[config.mk]
export PLATFORM = sky130hd
export DESIGN_NAME = idlepd_ctrl
export DESIGN_NICKNAME = d
export VERILOG_FILES = /design/src/rtl/idlepd_pkg.sv /design/src/rtl/idlepd_tick_gen.sv /design/src/rtl/idlepd_cfg_reg.sv /design/src/rtl/idlepd_fsm.sv /design/src/rtl/idlepd_ctrl.sv
export SDC_FILE = /design/constraint.sdc
export NUM_CORES = 1
export LEC_CHECK = 0
export BUFFER_PORTS_ARGS = -buffer_cell sky130_fd_sc_hd__buf_2
export CORE_MARGIN = 2
export CORE_UTILIZATION = 50
export DETAILED_ROUTE_END_ITERATION = 10
export PLACE_DENSITY = 0.72
export REMOVE_ABC_BUFFERS = 1
export SLEW_MARGIN = 15
export SYNTH_ARGS = -nofsm -noshare
export SYNTH_HDL_FRONTEND = slang
export SYNTH_SLANG_ARGS = --single-unit
[constraint.sdc]
create_clock -name clk -period 2.6 [get_ports clk]
set_input_delay 0.65 -clock clk [delete_from_list [all_inputs] [get_ports clk]]
set_output_delay 0.65 -clock clk [all_outputs]
set_load 0.01 [all_outputs]
[src/rtl/idlepd_pkg.sv]
package idlepd_pkg;
  typedef enum logic {
    PD_WORK  = 1'b0,
    PD_SLEEP = 1'b1
  } pd_state_e;
endpackage

[src/rtl/idlepd_tick_gen.sv]
module idlepd_tick_gen #(
  parameter int CLKS_PER_SEC = 32768,
  parameter int SECS_PER_MIN = 60
) (
  input  logic clk,
  input  logic rst_n,
  input  logic unit_min,
  output logic tick
);
  localparam int PW = (CLKS_PER_SEC > 1) ? $clog2(CLKS_PER_SEC) : 1;
  localparam int MW = (SECS_PER_MIN > 1) ? $clog2(SECS_PER_MIN) : 1;
  localparam logic [PW-1:0] PRE_LAST = PW'(CLKS_PER_SEC - 1);
  localparam logic [MW-1:0] MIN_LAST = MW'(SECS_PER_MIN - 1);

  logic [PW-1:0] pre_q, pre_n;
  logic [MW-1:0] min_q, min_n;
  logic          sec_tick, min_tick;

  // seconds prescaler and minute divider
  always_comb begin
    sec_tick = (pre_q == PRE_LAST);
    min_tick = sec_tick && (min_q == MIN_LAST);
    pre_n    = sec_tick ? '0 : pre_q + 1'b1;
    min_n    = min_q;
    if (sec_tick) begin
      min_n = (min_q == MIN_LAST) ? '0 : min_q + 1'b1;
    end
  end

  always_ff @(posedge clk or negedge rst_n) begin
    if (!rst_n) begin
      pre_q <= '0;
      min_q <= '0;
    end else begin
      pre_q <= pre_n;
      min_q <= min_n;
    end
  end

  assign tick = unit_min ? min_tick : sec_tick;
endmodule

[src/rtl/idlepd_cfg_reg.sv]
module idlepd_cfg_reg #(
  parameter int                IDX_W     = 8,
  parameter int                CNT_W     = 8,
  parameter logic [IDX_W-1:0]  REG_INDEX = 8'h37
) (
  input  logic             clk,
  input  logic             rst_n,
  input  logic             cfg_wr,
  input  logic             cfg_ext_mode,
  input  logic [IDX_W-1:0] cfg_index,
  input  logic [CNT_W-1:0] cfg_wdata,
  output logic             wr_hit,
  output logic [CNT_W-1:0] reg_q
);
  logic [CNT_W-1:0] reg_n;

  always_comb begin
    wr_hit = cfg_wr && cfg_ext_mode && (cfg_index == REG_INDEX);
    reg_n  = wr_hit ? cfg_wdata : reg_q;
  end

  always_ff @(posedge clk or negedge rst_n) begin
    if (!rst_n) begin
      reg_q <= '0;
    end else if (wr_hit) begin
      reg_q <= reg_n;
    end
  end
endmodule

[src/rtl/idlepd_fsm.sv]
module idlepd_fsm
  import idlepd_pkg::*;
#(
  parameter int CNT_W = 8
) (
  input  logic             clk,
  input  logic             rst_n,
  input  logic             en,
  input  logic             activity,
  input  logic             wr_hit,
  input  logic [CNT_W-1:0] wdata,
  input  logic [CNT_W-1:0] reg_q,
  input  logic             tick,
  output pd_state_e        st_q,
  output logic [CNT_W-1:0] cnt_q
);
  localparam logic [CNT_W-1:0] ONE = CNT_W'(1);

  pd_state_e        st_n;
  logic [CNT_W-1:0] cnt_n;
  logic [CNT_W-1:0] load_val;

  always_comb begin
    load_val = wr_hit ? wdata : reg_q;
    st_n     = st_q;
    cnt_n    = cnt_q;
    if (!en) begin
      st_n = PD_WORK;
    end else if (activity) begin
      cnt_n = load_val;
      if (load_val != '0) st_n = PD_WORK;
    end else if (wr_hit) begin
      if (st_q == PD_WORK) cnt_n = wdata;
    end else if (st_q == PD_WORK && tick && reg_q != '0) begin
      if (cnt_q <= ONE) begin
        cnt_n = '0;
        st_n  = PD_SLEEP;
      end else begin
        cnt_n = cnt_q - ONE;
      end
    end
  end

  always_ff @(posedge clk or negedge rst_n) begin
    if (!rst_n) begin
      st_q  <= PD_WORK;
      cnt_q <= '0;
    end else begin
      st_q  <= st_n;
      cnt_q <= cnt_n;
    end
  end
endmodule

[src/rtl/idlepd_ctrl.sv]
module idlepd_ctrl
  import idlepd_pkg::*;
#(
  parameter int          CLKS_PER_SEC = 32768,
  parameter int          SECS_PER_MIN = 60,
  parameter logic [7:0]  REG_INDEX    = 8'h37
) (
  input  logic       clk,
  input  logic       rst_n,
  input  logic       cfg_wr,
  input  logic       cfg_ext_mode,
  input  logic [7:0] cfg_index,
  input  logic [7:0] cfg_wdata,
  input  logic       act_host,
  input  logic       act_irq,
  input  logic       act_ext,
  input  logic       pm_chip_en,
  input  logic       pm_dev_en,
  input  logic       unit_min,
  output logic       sleep,
  output logic [7:0] count
);
  localparam int CNT_W = 8;

  logic             tick;
  logic             wr_hit;
  logic [CNT_W-1:0] reg_q;
  logic             en;
  logic             activity;
  pd_state_e        st_q;
  logic [CNT_W-1:0] cnt_q;

  assign en       = pm_chip_en & pm_dev_en;
  assign activity = act_host | act_irq | act_ext;

  idlepd_tick_gen #(
    .CLKS_PER_SEC(CLKS_PER_SEC),
    .SECS_PER_MIN(SECS_PER_MIN)
  ) u_tick (
    .clk      (clk),
    .rst_n    (rst_n),
    .unit_min (unit_min),
    .tick     (tick)
  );

  idlepd_cfg_reg #(
    .IDX_W     (8),
    .CNT_W     (CNT_W),
    .REG_INDEX (REG_INDEX)
  ) u_cfg (
    .clk          (clk),
    .rst_n        (rst_n),
    .cfg_wr       (cfg_wr),
    .cfg_ext_mode (cfg_ext_mode),
    .cfg_index    (cfg_index),
    .cfg_wdata    (cfg_wdata),
    .wr_hit       (wr_hit),
    .reg_q        (reg_q)
  );

  idlepd_fsm #(
    .CNT_W(CNT_W)
  ) u_fsm (
    .clk      (clk),
    .rst_n    (rst_n),
    .en       (en),
    .activity (activity),
    .wr_hit   (wr_hit),
    .wdata    (cfg_wdata),
    .reg_q    (reg_q),
    .tick     (tick),
    .st_q     (st_q),
    .cnt_q    (cnt_q)
  );

  assign sleep = (st_q == PD_SLEEP);
  assign count = cnt_q;
endmodule

==> results of run 1 <==
[placed cells by master, fill, tap and decap left out, drive strengths merged, types with 4 or more instances in the layout]
master	instances
a21oi	11
buf	40
clkbuf	6
dfrtp	38
ha	4
inv	12
mux2	11
nand2	17
nand3	8
nand4	8
nor2	14
nor3	10
nor4	10
o21ai	6
o22ai	5
o41ai	4
xor2	8
[cell type report]
type / count / area (µm²)
timing repair buffer: 40 / 227.7
fill: 338 / 1514
clock buffer: 6 / 82.58
tap: 50 / 62.56
multi-input combinational: 155 / 1115
inverter: 12 / 45.04
clock inverter: 2 / 60.06
sequential: 38 / 950.9
[metal layers]
layer / wire [µm] / track usage (%)
met1: 2228 / 29.10
met2: 2384 / 34.62
met3: 176 / 5.087
met4: 73 / 7.843
met5: 0 / 0
[through the flow]
step	TNS, ns	utilization [%]	power, W	hold slack, ns
2_1_floorplan	-6.016	-	0.0007675	0.3544
3_3_place_gp	0	59.17	0.0008660	0.4592
3_5_place_dp	0	59.17	0.0008659	0.4661
4_1_cts	0	62.69	0.001489	0.4807
5_1_grt	0	62.69	0.001550	0.4919
6_report	0	62.69	0.001485	0.4536
[cell families after synthesis]
group / share of synthesized area, %
xor+xnor: 4.514
flops: 44.55
mux: 7.386
compound gates: 14.95
simple gates: 22.74
fa+ha+maj: 2.345
buf+inv: 3.516
[power breakdown]
part	internal (W)	switching, W	leakage, nW
sequential	0.000607	0.0000235	0.513
clock	0.000409	0.000216	0.0714
combinational	0.0000963	0.000133	0.636
[state kept, by name, summed over array words and instances (netlist names)]
name and flops:
u_cfg.reg_q 8, u_tick.min_q 6, u_fsm.cnt_q 8, u_tick.pre_q 15
u_fsm.st_q 1
[how the worst min path moves through the flow]
stage	end	slack, ns	cells after the start
after global placement	u_tick.pre_q[14]	0.46	1
after CTS	u_tick.pre_q[14]	0.48	1
after detailed placement	u_tick.pre_q[14]	0.47	1
after floorplan	u_cfg.reg_q[0]	0.35	0
after global routing	u_tick.pre_q[14]	0.49	1
final	u_fsm.cnt_q[1]	0.45	1
[worst max-delay path, delay by kind of cell]
| family | cells | cell delay [ns] |
|---|---|---|
| AOI/OAI and AO/OA | 1 | 0.08 |
| and+or+nand+nor | 3 | 1.03 |
| buffers and inverters | 3 | 0.49 |
| muxes | 1 | 0.12 |
==> insert_results.sql, run 1 <==
INSERT INTO impl_metrics (metric_group, metric, value, unit) VALUES
('run_status', 'status', 'finished, final reports clean', ''),
('logic_synthesis', 'yosysUniqueCellTypes', '48', ''),
('logic_synthesis', 'synth_top_area_share', '44.55', '%'),
('route', 'routed_wl_per_cell', '16.05', 'µm'),
('clocking', 'clock_sink_count', '38', ''),
('setup_path', 'critical_path_class', 'in2reg', ''),
('clocking', 'postCtsSetupBuffers', '0', ''),
('timing', 'drv_slew', '0', ''),
('timing', 'min_period', '2.212', 'ns'),
('route', 'firstDrtPassIters', '4', ''),
('setup_path', 'crit_end', 'u_fsm.cnt_q[0]', ''),
('global_route', 'globalRouteTotalUtil', '21.76', '%'),
('logic_synthesis', 'synthArstFlopShare', '100.0', '%'),
('setup_path', 'critPathLaunchType', 'input port', ''),
('setup_path', 'setup.reg_to_reg.worst_slack', '0.54', 'ns'),
('timing', 'fmax', '0.4522', 'GHz'),
('global_route', 'initial_antenna_violation_count', '0', ''),
('finish', 'final_net_count', '282', ''),
('run', 'max_cap_violations', '0', ''),
('logic_synthesis', 'netlist_area', '2135', 'µm²'),
('clocking', 'cts.root.buffer_cell', 'clkbuf_8', ''),
('floorplanning', 'floorplan.die_area', '4808', 'µm²'),
('clocking', 'clk_pin_slew', '0.08', 'ns'),
('setup_path', 'critPathArrivalTime', '2.38', 'ns'),
('timing', 'post-route-period-util', '85.06', '%'),
('setup_path', 'critical_path_cell_by_cell', 'buf_2 > or4b_1 > nor3_4 > buf_12 > nand4b_4 > a21oi_4 > buf_4 > mux2i_1', ''),
('floorplanning', 'pin_count', '35', ''),
('clocking', 'clock_tree_from_tritoncts', 'built', ''),
('global_route', 'via_count_of_the_first_global_routing_pass', '1763', ''),
('placed_design', 'place.detailed.hpwl', '3424', 'µm'),
('finish', 'relative_area_change_from_synthesis_to_final_layout', '19.17', '%'),
('timing', 'maxSlewHeadroom', '44.22', '%'),
('global_route', 'grt_max_degree', '39', ''),
('power', 'power_leakage', '1.220', 'nW'),
('timing', 'layout_setup_ws', '0.3884', 'ns'),
('power', 'worst_ir_drop_vdd', '0.0003565', 'V'),
('global_route', 'grt-ovfl-total', '0', ''),
('logic_synthesis', 'synth-edff-count', '0', ''),
('clocking', 'cts_resized', '0', ''),
('setup_path', 'r2r.worst_path.cells', '8', ''),
('logic_synthesis', 'netlist_instances', '211', ''),
('clocking', 'clock_latency_late_sink', '0.29', 'ns'),
('route', 'num_vias', '1824', ''),
('clocking', 'numCtsBuffers', '5', ''),
('clocking', 'clock_path_buffers', '2', ''),
('logic_synthesis', 'synth.yosys.seq_area_share', '44.55', '%'),
('timing', 'tightest_slew', '0.8366', 'ns'),
('setup_path', 'cp-startpoint', 'cfg_index[7]', ''),
('placed_design', 'port_buffers', '34', ''),
('logic_synthesis', 'biggest_area_consumer_among_synthesized_cells', 'dfrtp_1', ''),
('setup_path', 'worstReg2RegEnd', 'u_fsm.cnt_q[6]', ''),
('setup_path', 'timing.critical_path.fanout_max', '31', ''),
('route', 'drt-vias-per-instance', '6.020', ''),
('finish', 'drive_gt1_share', '26.09', '%'),
('logic_synthesis', 'postSynthAreaPerCell', '10.12', 'µm²'),
('route', 'route.final.wire_length', '4863', 'µm'),
('timing', 'setup_viol_count_final', '0', ''),
('route', 'detailedRoute.firstIterationViolations', '138', ''),
('logic_synthesis', 'synthTopCellsByArea', 'dfrtp_1, mux2_2, xor2_1', ''),
('finish', 'final-instance-count-excl-fill', '303', ''),
('placed_design', 'gp_congestion', '0.9020', ''),
('setup_path', 'critPathSlowestCell', 'or4b_1', ''),
('logic_synthesis', 'yosysMostFrequentCell', 'dfrtp_1', ''),
('logic_synthesis', 'synth_seq_cells', '38', ''),
('timing', 'finalClockSkew', '0.004466', 'ns'),
('route', 'ant_nets', '0', ''),
('floorplanning', 'die_y', '69.34', 'µm'),
('setup_path', 'required', '2.77', 'ns'),
('hold_path', 'worst_hold_path_type', 'in2async', ''),
('placed_design', 'preCtsSetupSlack', '0.08956', 'ns'),
('power', 'power-per-cell-area', '583.9', 'nW/µm²');
Note: power is estimated with default switching activity, not from simulation.
==> run 2: changes to the inputs <==
--- a/config.mk
+++ b/config.mk
@@ -8,6 +8,7 @@
 export BUFFER_PORTS_ARGS = -buffer_cell sky130_fd_sc_hd__buf_2
 export CORE_MARGIN = 2
 export CORE_UTILIZATION = 50
+export CTS_CLUSTER_DIAMETER = 120
 export DETAILED_ROUTE_END_ITERATION = 10
 export PLACE_DENSITY = 0.72
 export REMOVE_ABC_BUFFERS = 1
==> constraint.sdc (replaced) <==
create_clock -name clk -period 2.73 [get_ports clk]
set_input_delay 0.6825 -clock clk [delete_from_list [all_inputs] [get_ports clk]]
set_output_delay 0.6825 -clock clk [all_outputs]
set_load 0.01 [all_outputs]
==> insert_results.sql, run 2 (synthesis results as in run 1) <==
INSERT INTO impl_metrics (metric_group, metric, value, unit) VALUES
('setup_path', 'critical_path_cell_count', '7', ''),
('power', 'total_power', '0.001182', 'W'),
('clocking', 'clock_latency_late_sink', '0.28', 'ns'),
('floorplanning', 'die_y', '69.34', 'µm'),
('route', 'met3_length', '228', 'µm'),
('finish', 'layout.filler_cells', '335', ''),
('finish', 'relative_area_change_from_synthesis_to_final_layout', '16.24', '%'),
('route', 'routed.top_layer', 'met4', ''),
('setup_path', 'critical_path_class', 'in2reg', ''),
('timing', 'fmax', '0.4420', 'GHz'),
('clocking', 'postCtsSetupBuffers', '0', ''),
('placed_design', 'gp_congestion', '0.9904', ''),
('finish', 'drive_gt1_share', '25.40', '%'),
('route', 'routed_wl_per_cell', '14.97', 'µm'),
('route', 'ant_nets', '0', ''),
('clocking', 'cts.root.buffer_cell', 'clkbuf_8', ''),
('setup_path', 'r2r.worst_path.cells', '6', ''),
('timing', 'number_of_endpoints_with_negative_hold_slack_in_the_final_report', '0', ''),
('global_route', 'initial_antenna_violation_count', '0', ''),
('timing', 'setup_viol_count_final', '0', ''),
('route', 'num_vias', '1766', ''),
('global_route', 'grt_max_degree', '39', ''),
('global_route', 'grt_first_pass_wirelength', '7721', 'µm'),
('floorplanning', 'floorplan.die_area', '4808', 'µm²'),
('clocking', 'clock_sink_count', '38', ''),
('setup_path', 'critPathSlowestCell', 'or4b_1', ''),
('power', 'internal-power', '0.0008448', 'W'),
('floorplanning', 'pin_count', '35', ''),
('power', 'power.switching', '0.0003370', 'W'),
('placed_design', 'place.detailed.hpwl', '3383', 'µm'),
('route', 'drt-vias-per-instance', '5.848', ''),
('placed_design', 'port_buffers', '34', ''),
('finish', 'largestRegisters', 'u_tick.pre_q (15), u_cfg.reg_q (8), u_fsm.cnt_q (8)', ''),
('setup_path', 'critPathLaunchType', 'input port', ''),
('power', 'power_switching_share', '28.51', '%'),
('route', 'firstDrtPassIters', '4', ''),
('setup_path', 'nature_of_the_critical_path_endpoint', 'flop', ''),
('finish', 'final_common_cell', 'dfrtp_1', ''),
('finish', 'largest_register', 'u_tick.pre_q', ''),
('floorplanning', 'core', '4058', 'µm²'),
('placed_design', 'cell_count_post_placement', '295', ''),
('finish', 'mostFrequentLayoutCells', 'dfrtp_1, buf_2, nand2_1', ''),
('power', 'power_leakage', '1.186', 'nW'),
('power', 'power-per-cell-area', '476.3', 'nW/µm²'),
('setup_path', 'critPathArrivalTime', '2.43', 'ns'),
('route', 'route.detailed.drc', '0', ''),
('global_route', 'grt-ovfl-total', '0', ''),
('timing', 'tightest_slew', '0.8455', 'ns'),
('setup_path', 'crit_end', 'u_fsm.cnt_q[7]', ''),
('clocking', 'clk_pin_slew', '0.07', 'ns'),
('global_route', 'via_count_of_the_first_global_routing_pass', '1634', ''),
('route', 'detailedRoute.firstIterationViolations', '156', ''),
('setup_path', 'delay_heaviest_family_cp', 'simple AND/OR/NAND/NOR gates', ''),
('floorplanning', 'start_util', '52.61', '%'),
('run_status', 'status', 'finished, final reports clean', ''),
('clocking', 'cts_resized', '0', ''),
('finish', 'largest_register_ffs', '15', ''),
('finish', 'final_core_utilization', '61.15', '%'),
('run', 'max_cap_violations', '0', ''),
('setup_path', 'setup.reg_to_reg.worst_slack', '0.57', 'ns'),
('clocking', 'clock_path_buffers', '2', ''),
('timing', 'finalClockSkew', '0.001633', 'ns'),
('setup_path', 'required', '2.90', 'ns'),
('timing', 'drv_slew', '0', ''),
('setup_path', 'worstReg2RegEnd', 'u_fsm.cnt_q[7]', ''),
('clocking', 'clock_tree_from_tritoncts', 'built', ''),
('setup_path', 'slowest_delay', '0.56', 'ns'),
('power', 'clock_power_share', '30.7', '%'),
('clocking', 'numCtsBuffers', '5', ''),
('setup_path', 'r2r-start', 'u_tick.min_q[0]', ''),
('timing', 'post-route-period-util', '82.87', '%'),
('finish', 'final-instance-count-excl-fill', '302', ''),
('route', 'm1WireLength', '2165', 'µm'),
('timing', 'min_period', '2.262', 'ns'),
('clocking', 'hold_buffers', '0', ''),
('setup_path', 'crit_path_buffers_inverters', '2', ''),
('clocking', 'htree_num_levels', '2', ''),
('setup_path', 'timing.critical_path.fanout_max', '31', ''),
('hold_path', 'worst_hold_path_type', 'reg2reg', ''),
('timing', 'maxSlewHeadroom', '43.63', '%'),
('global_route', 'globalRouteTotalUtil', '20.01', '%'),
('power', 'sequentialPowerShare', '50.9', '%'),
('setup_path', 'cp-startpoint', 'cfg_index[7]', ''),
('floorplanning', 'die_width', '69.34', 'µm'),
('setup_path', 'critical_path_cell_by_cell', 'buf_2 > or4b_1 > nor3_4 > buf_12 > nand4b_4 > a21oi_4 > mux2_4', ''),
('power', 'combinationalPowerShare', '18.5', '%'),
('finish', 'final_net_count', '282', ''),
('power', 'worst_ir_drop_vdd', '0.0003054', 'V'),
('timing', 'rsz0062_at_grt', 'false', ''),
('finish', 'antenna-diode-count', '0', ''),
('timing', 'setup_total_negative_slack', '0', 'ns'),
('route', 'met2WireLength', '2062', 'µm'),
('route', 'route.final.wire_length', '4522', 'µm'),
('floorplanning', 'row_count', '23', '');
run 2: power groups by stage:
stage	Sequential [W]	Clock, W	Combinational, W
6_report	0.000601	0.000363	0.000218
5_1_grt	0.000603	0.000400	0.000241
3_5_place_dp	0.000611	0	0.000216
3_3_place_gp	0.000610	0	0.000217
4_1_cts	0.000600	0.000376	0.000217
2_1_floorplan	0.000612	0	0.000118
run 2: metrics by stage:
step           hold WS (ns)  instance area (µm²)  worst slack, ns
2_1_floorplan        0.3869                 2105          -0.6371
5_1_grt              0.4959                 2481           0.4039
3_5_place_dp         0.4667                 2401           0.1658
4_1_cts              0.4790                 2481           0.4662
6_report             0.4762                 2481           0.4676
3_3_place_gp         0.4635                 2401           0.2127
run 2: worst reg2reg max path, delay by kind of cell (launching register included):
family | cells | cell delay (ns)
adders and majority gates | 1 | 0.23
DFF | 1 | 0.39
muxes | 1 | 0.32
AOI/OAI and AO/OA | 2 | 0.80
and+or+nand+nor | 2 | 0.31
run 2: cell type report:
class	count	area, µm²	area share [%]
Clock buffer	6	72.57	2.925
Clock inverter	1	7.507	0.3026
Inverter	12	45.04	1.815
Multi-Input combinational cell	155	1115	44.93
Sequential cell	38	950.9	38.33
Tap cell	50	62.56	2.521
Timing Repair Buffer	40	227.7	9.178
run 2: metal layers:
| metal | GRT usage [%] | vias up |
|---|---|---|
| met1 | 28.18 | 841 |
| met5 | 0 | - |
| met3 | 5.669 | 10 |
| met2 | 30.02 | 45 |
| met4 | 6.100 | 0 |
| li1 | - | 870 |
run 2: worst min-delay path by stage:
stage	slack [ns]	from	endpoint	cells past startpoint
2_1_floorplan	0.39	rst_n	u_cfg.reg_q[0]	0
3_3_place_gp	0.46	u_tick.pre_q[14]	u_tick.pre_q[14]	1
3_5_place_dp	0.47	u_tick.pre_q[14]	u_tick.pre_q[14]	1
4_1_cts	0.48	u_tick.pre_q[14]	u_tick.pre_q[14]	1
5_1_grt	0.50	u_tick.pre_q[14]	u_tick.pre_q[14]	1
6_report	0.48	u_tick.pre_q[14]	u_tick.pre_q[14]	1
==> run 3: changes to the inputs <==
==> constraint.sdc (replaced) <==
create_clock -name clk -period 2.1 [get_ports clk]
set_input_delay 0.525 -clock clk [delete_from_list [all_inputs] [get_ports clk]]
set_output_delay 0.525 -clock clk [all_outputs]
set_load 0.01 [all_outputs]
==> insert_results.sql, run 3 (synthesis results as in run 1) <==
INSERT INTO impl_metrics (metric_group, metric, value, unit) VALUES
('global_route', 'grt_max_degree', '39', ''),
('timing', 'post-route-period-util', '97.71', '%'),
('power', 'power_leakage', '1.296', 'nW'),
('timing', 'drv_slew', '0', ''),
('setup_path', 'nature_of_the_critical_path_endpoint', 'flop', ''),
('placed_design', 'dpl_cell_area', '2534', 'µm²'),
('route', 'ant_nets', '0', ''),
('finish', 'largestRegisters', 'u_tick.pre_q (15), u_cfg.reg_q (8), u_fsm.cnt_q (8)', ''),
('timing', 'setup_viol_count_final', '0', ''),
('setup_path', 'crit_path_buffers_inverters', '1', ''),
('floorplanning', 'core', '4058', 'µm²'),
('floorplanning', 'pin_count', '35', ''),
('timing', 'min_period', '2.052', 'ns'),
('clocking', 'clock_path_buffers', '2', ''),
('global_route', 'grt_first_pass_wirelength', '8666', 'µm'),
('timing', 'tightest_slew', '0.5243', 'ns'),
('floorplanning', 'start_util', '52.61', '%'),
('setup_path', 'delay_heaviest_family_cp', 'compound AO/OA/AOI/OAI gates', ''),
('timing', 'layout_setup_ws', '0.04805', 'ns'),
('finish', 'drive_gt1_share', '31.23', '%'),
('run', 'max_cap_violations', '0', ''),
('timing', 'number_of_endpoints_with_negative_hold_slack_in_the_final_report', '0', ''),
('floorplanning', 'die_y', '69.34', 'µm'),
('clocking', 'clk_pin_slew', '0.08', 'ns'),
('finish', 'layout.filler_cells', '339', ''),
('finish', 'non_filler_cell_area_final', '2666', 'µm²'),
('setup_path', 'critPathSlowestCell', 'o311ai_0', ''),
('setup_path', 'critical_path_cell_by_cell', 'inv_1 > ha_4 > nor2_1 > o311ai_0 > o211ai_1 > a22o_1 > mux2_4', ''),
('route', 'firstDrtPassIters', '4', ''),
('hold_path', 'worst_hold_path_type', 'in2async', ''),
('floorplanning', 'die_width', '69.34', 'µm'),
('floorplanning', 'row_count', '23', ''),
('finish', 'largest_register_ffs', '15', ''),
('clocking', 'clock_latency_late_sink', '0.29', 'ns'),
('finish', 'final_net_count', '299', ''),
('finish', 'antenna-diode-count', '0', ''),
('power', 'worst_ir_drop_vdd', '0.0004510', 'V'),
('clocking', 'htree_num_levels', '2', ''),
('placed_design', 'preCtsSetupSlack', '-0.1705', 'ns'),
('setup_path', 'slowest_delay', '0.46', 'ns'),
('route', 'route.final.wire_length', '5140', 'µm'),
('setup_path', 'critical_path_class', 'reg2reg', ''),
('placed_design', 'port_buffers', '34', ''),
('placed_design', 'place.detailed.hpwl', '3697', 'µm'),
('power', 'total_power', '0.001783', 'W'),
('run_status', 'status', 'finished, final reports clean', ''),
('clocking', 'cts.root.buffer_cell', 'clkbuf_8', ''),
('global_route', 'grt-ovfl-total', '0', ''),
('finish', 'largest_register', 'u_tick.pre_q', ''),
('global_route', 'globalRouteTotalUtil', '22.44', '%'),
('route', 'detailedRoute.firstIterationViolations', '190', ''),
('route', 'route.detailed.drc', '0', ''),
('clocking', 'clock_sink_count', '38', ''),
('setup_path', 'required', '2.28', 'ns'),
('timing', 'maxSlewHeadroom', '64.60', '%'),
('floorplanning', 'floorplan.die_area', '4808', 'µm²'),
('finish', 'mostFrequentLayoutCells', 'dfrtp_1, buf_2, buf_4', ''),
('setup_path', 'timing.critical_path.fanout_max', '4', ''),
('route', 'drt-vias-per-instance', '5.981', ''),
('route', 'routed_wl_per_cell', '16.11', 'µm'),
('finish', 'relative_area_change_from_synthesis_to_final_layout', '24.91', '%'),
('timing', 'hold-worst-slack', '0.2713', 'ns'),
('timing', 'finalClockSkew', '0.004241', 'ns'),
('setup_path', 'critPathArrivalTime', '2.23', 'ns'),
('global_route', 'initial_antenna_violation_count', '0', ''),
('global_route', 'via_count_of_the_first_global_routing_pass', '1891', ''),
('clocking', 'clock_tree_from_tritoncts', 'built', ''),
('power', 'power-per-cell-area', '668.6', 'nW/µm²'),
('placed_design', 'gp_congestion', '0.8757', ''),
('clocking', 'numCtsBuffers', '5', ''),
('finish', 'final_common_cell', 'dfrtp_1', ''),
('route', 'num_vias', '1908', ''),
('setup_path', 'critPathLaunchType', 'flop', ''),
('timing', 'fmax', '0.4873', 'GHz');
## run 3: path summary, 6_finish.rpt
| check | start | end | slack [ns] | depth (start not counted) |
|---|---|---|---|---|
| min | rst_n | u_fsm.cnt_q[7] | 0.27 | 2 |
| max | u_fsm.cnt_q[0] | u_fsm.cnt_q[7] | 0.05 | 7 |
| min in group clk | u_tick.pre_q[14] | u_tick.pre_q[14] | 0.48 | 1 |
| max in group asynchronous | rst_n | u_tick.pre_q[14] | 1.47 | 2 |
| max reg2reg | u_fsm.cnt_q[0] | u_fsm.cnt_q[7] | 0.05 | 7 |
| min reg2reg | u_tick.pre_q[14] | u_tick.pre_q[14] | 0.48 | 1 |
## run 3: timing repair
item                                    CTS  global route
endpoints found under the setup margin    0             6
gates resized for setup                   0             3
hold endpoints to repair                  0             0
buffers inserted                          0             1
hold buffers                              0             0
## run 3: per-stage QoR
stage	cells	util, %	setup TNS, ns
2_1_floorplan	205	-	-12.39
3_3_place_gp	311	62.44	-2.072
3_5_place_dp	311	62.44	-2.321
4_1_cts	318	65.22	0
5_1_grt	319	65.71	-0.05960
6_report	319	65.71	0
## run 3: report_power, final
| part | internal [W] | switching, W |
|---|---|---|
| combinational | 0.000173 | 0.000197 |
| clock | 0.000380 | 0.000260 |
| sequential | 0.000752 | 0.0000206 |
| total | 0.00131 | 0.000477 |
## run 3: final cells by class
type / count / area [µm²] / share of cell area, %
clock buffers: 6 / 82.58 / 3.097
clock inverters: 1 / 30.03 / 1.126
inverters: 12 / 45.04 / 1.689
multi-input cells: 155 / 1127 / 42.28
flip-flops and latches: 38 / 950.9 / 35.66
well taps: 50 / 62.56 / 2.346
repair buffers: 57 / 367.9 / 13.80
## run 3: metal layers
metal,global-route usage [%],vias to the layer above,part of all wire (%),routed length [µm]
li1,-,911,-,-
met1,29.94,925,44,2247
met2,35.47,64,49,2510
met3,5.814,8,6.3,323
met4,7.843,0,1.1,58
met5,0,-,0,0
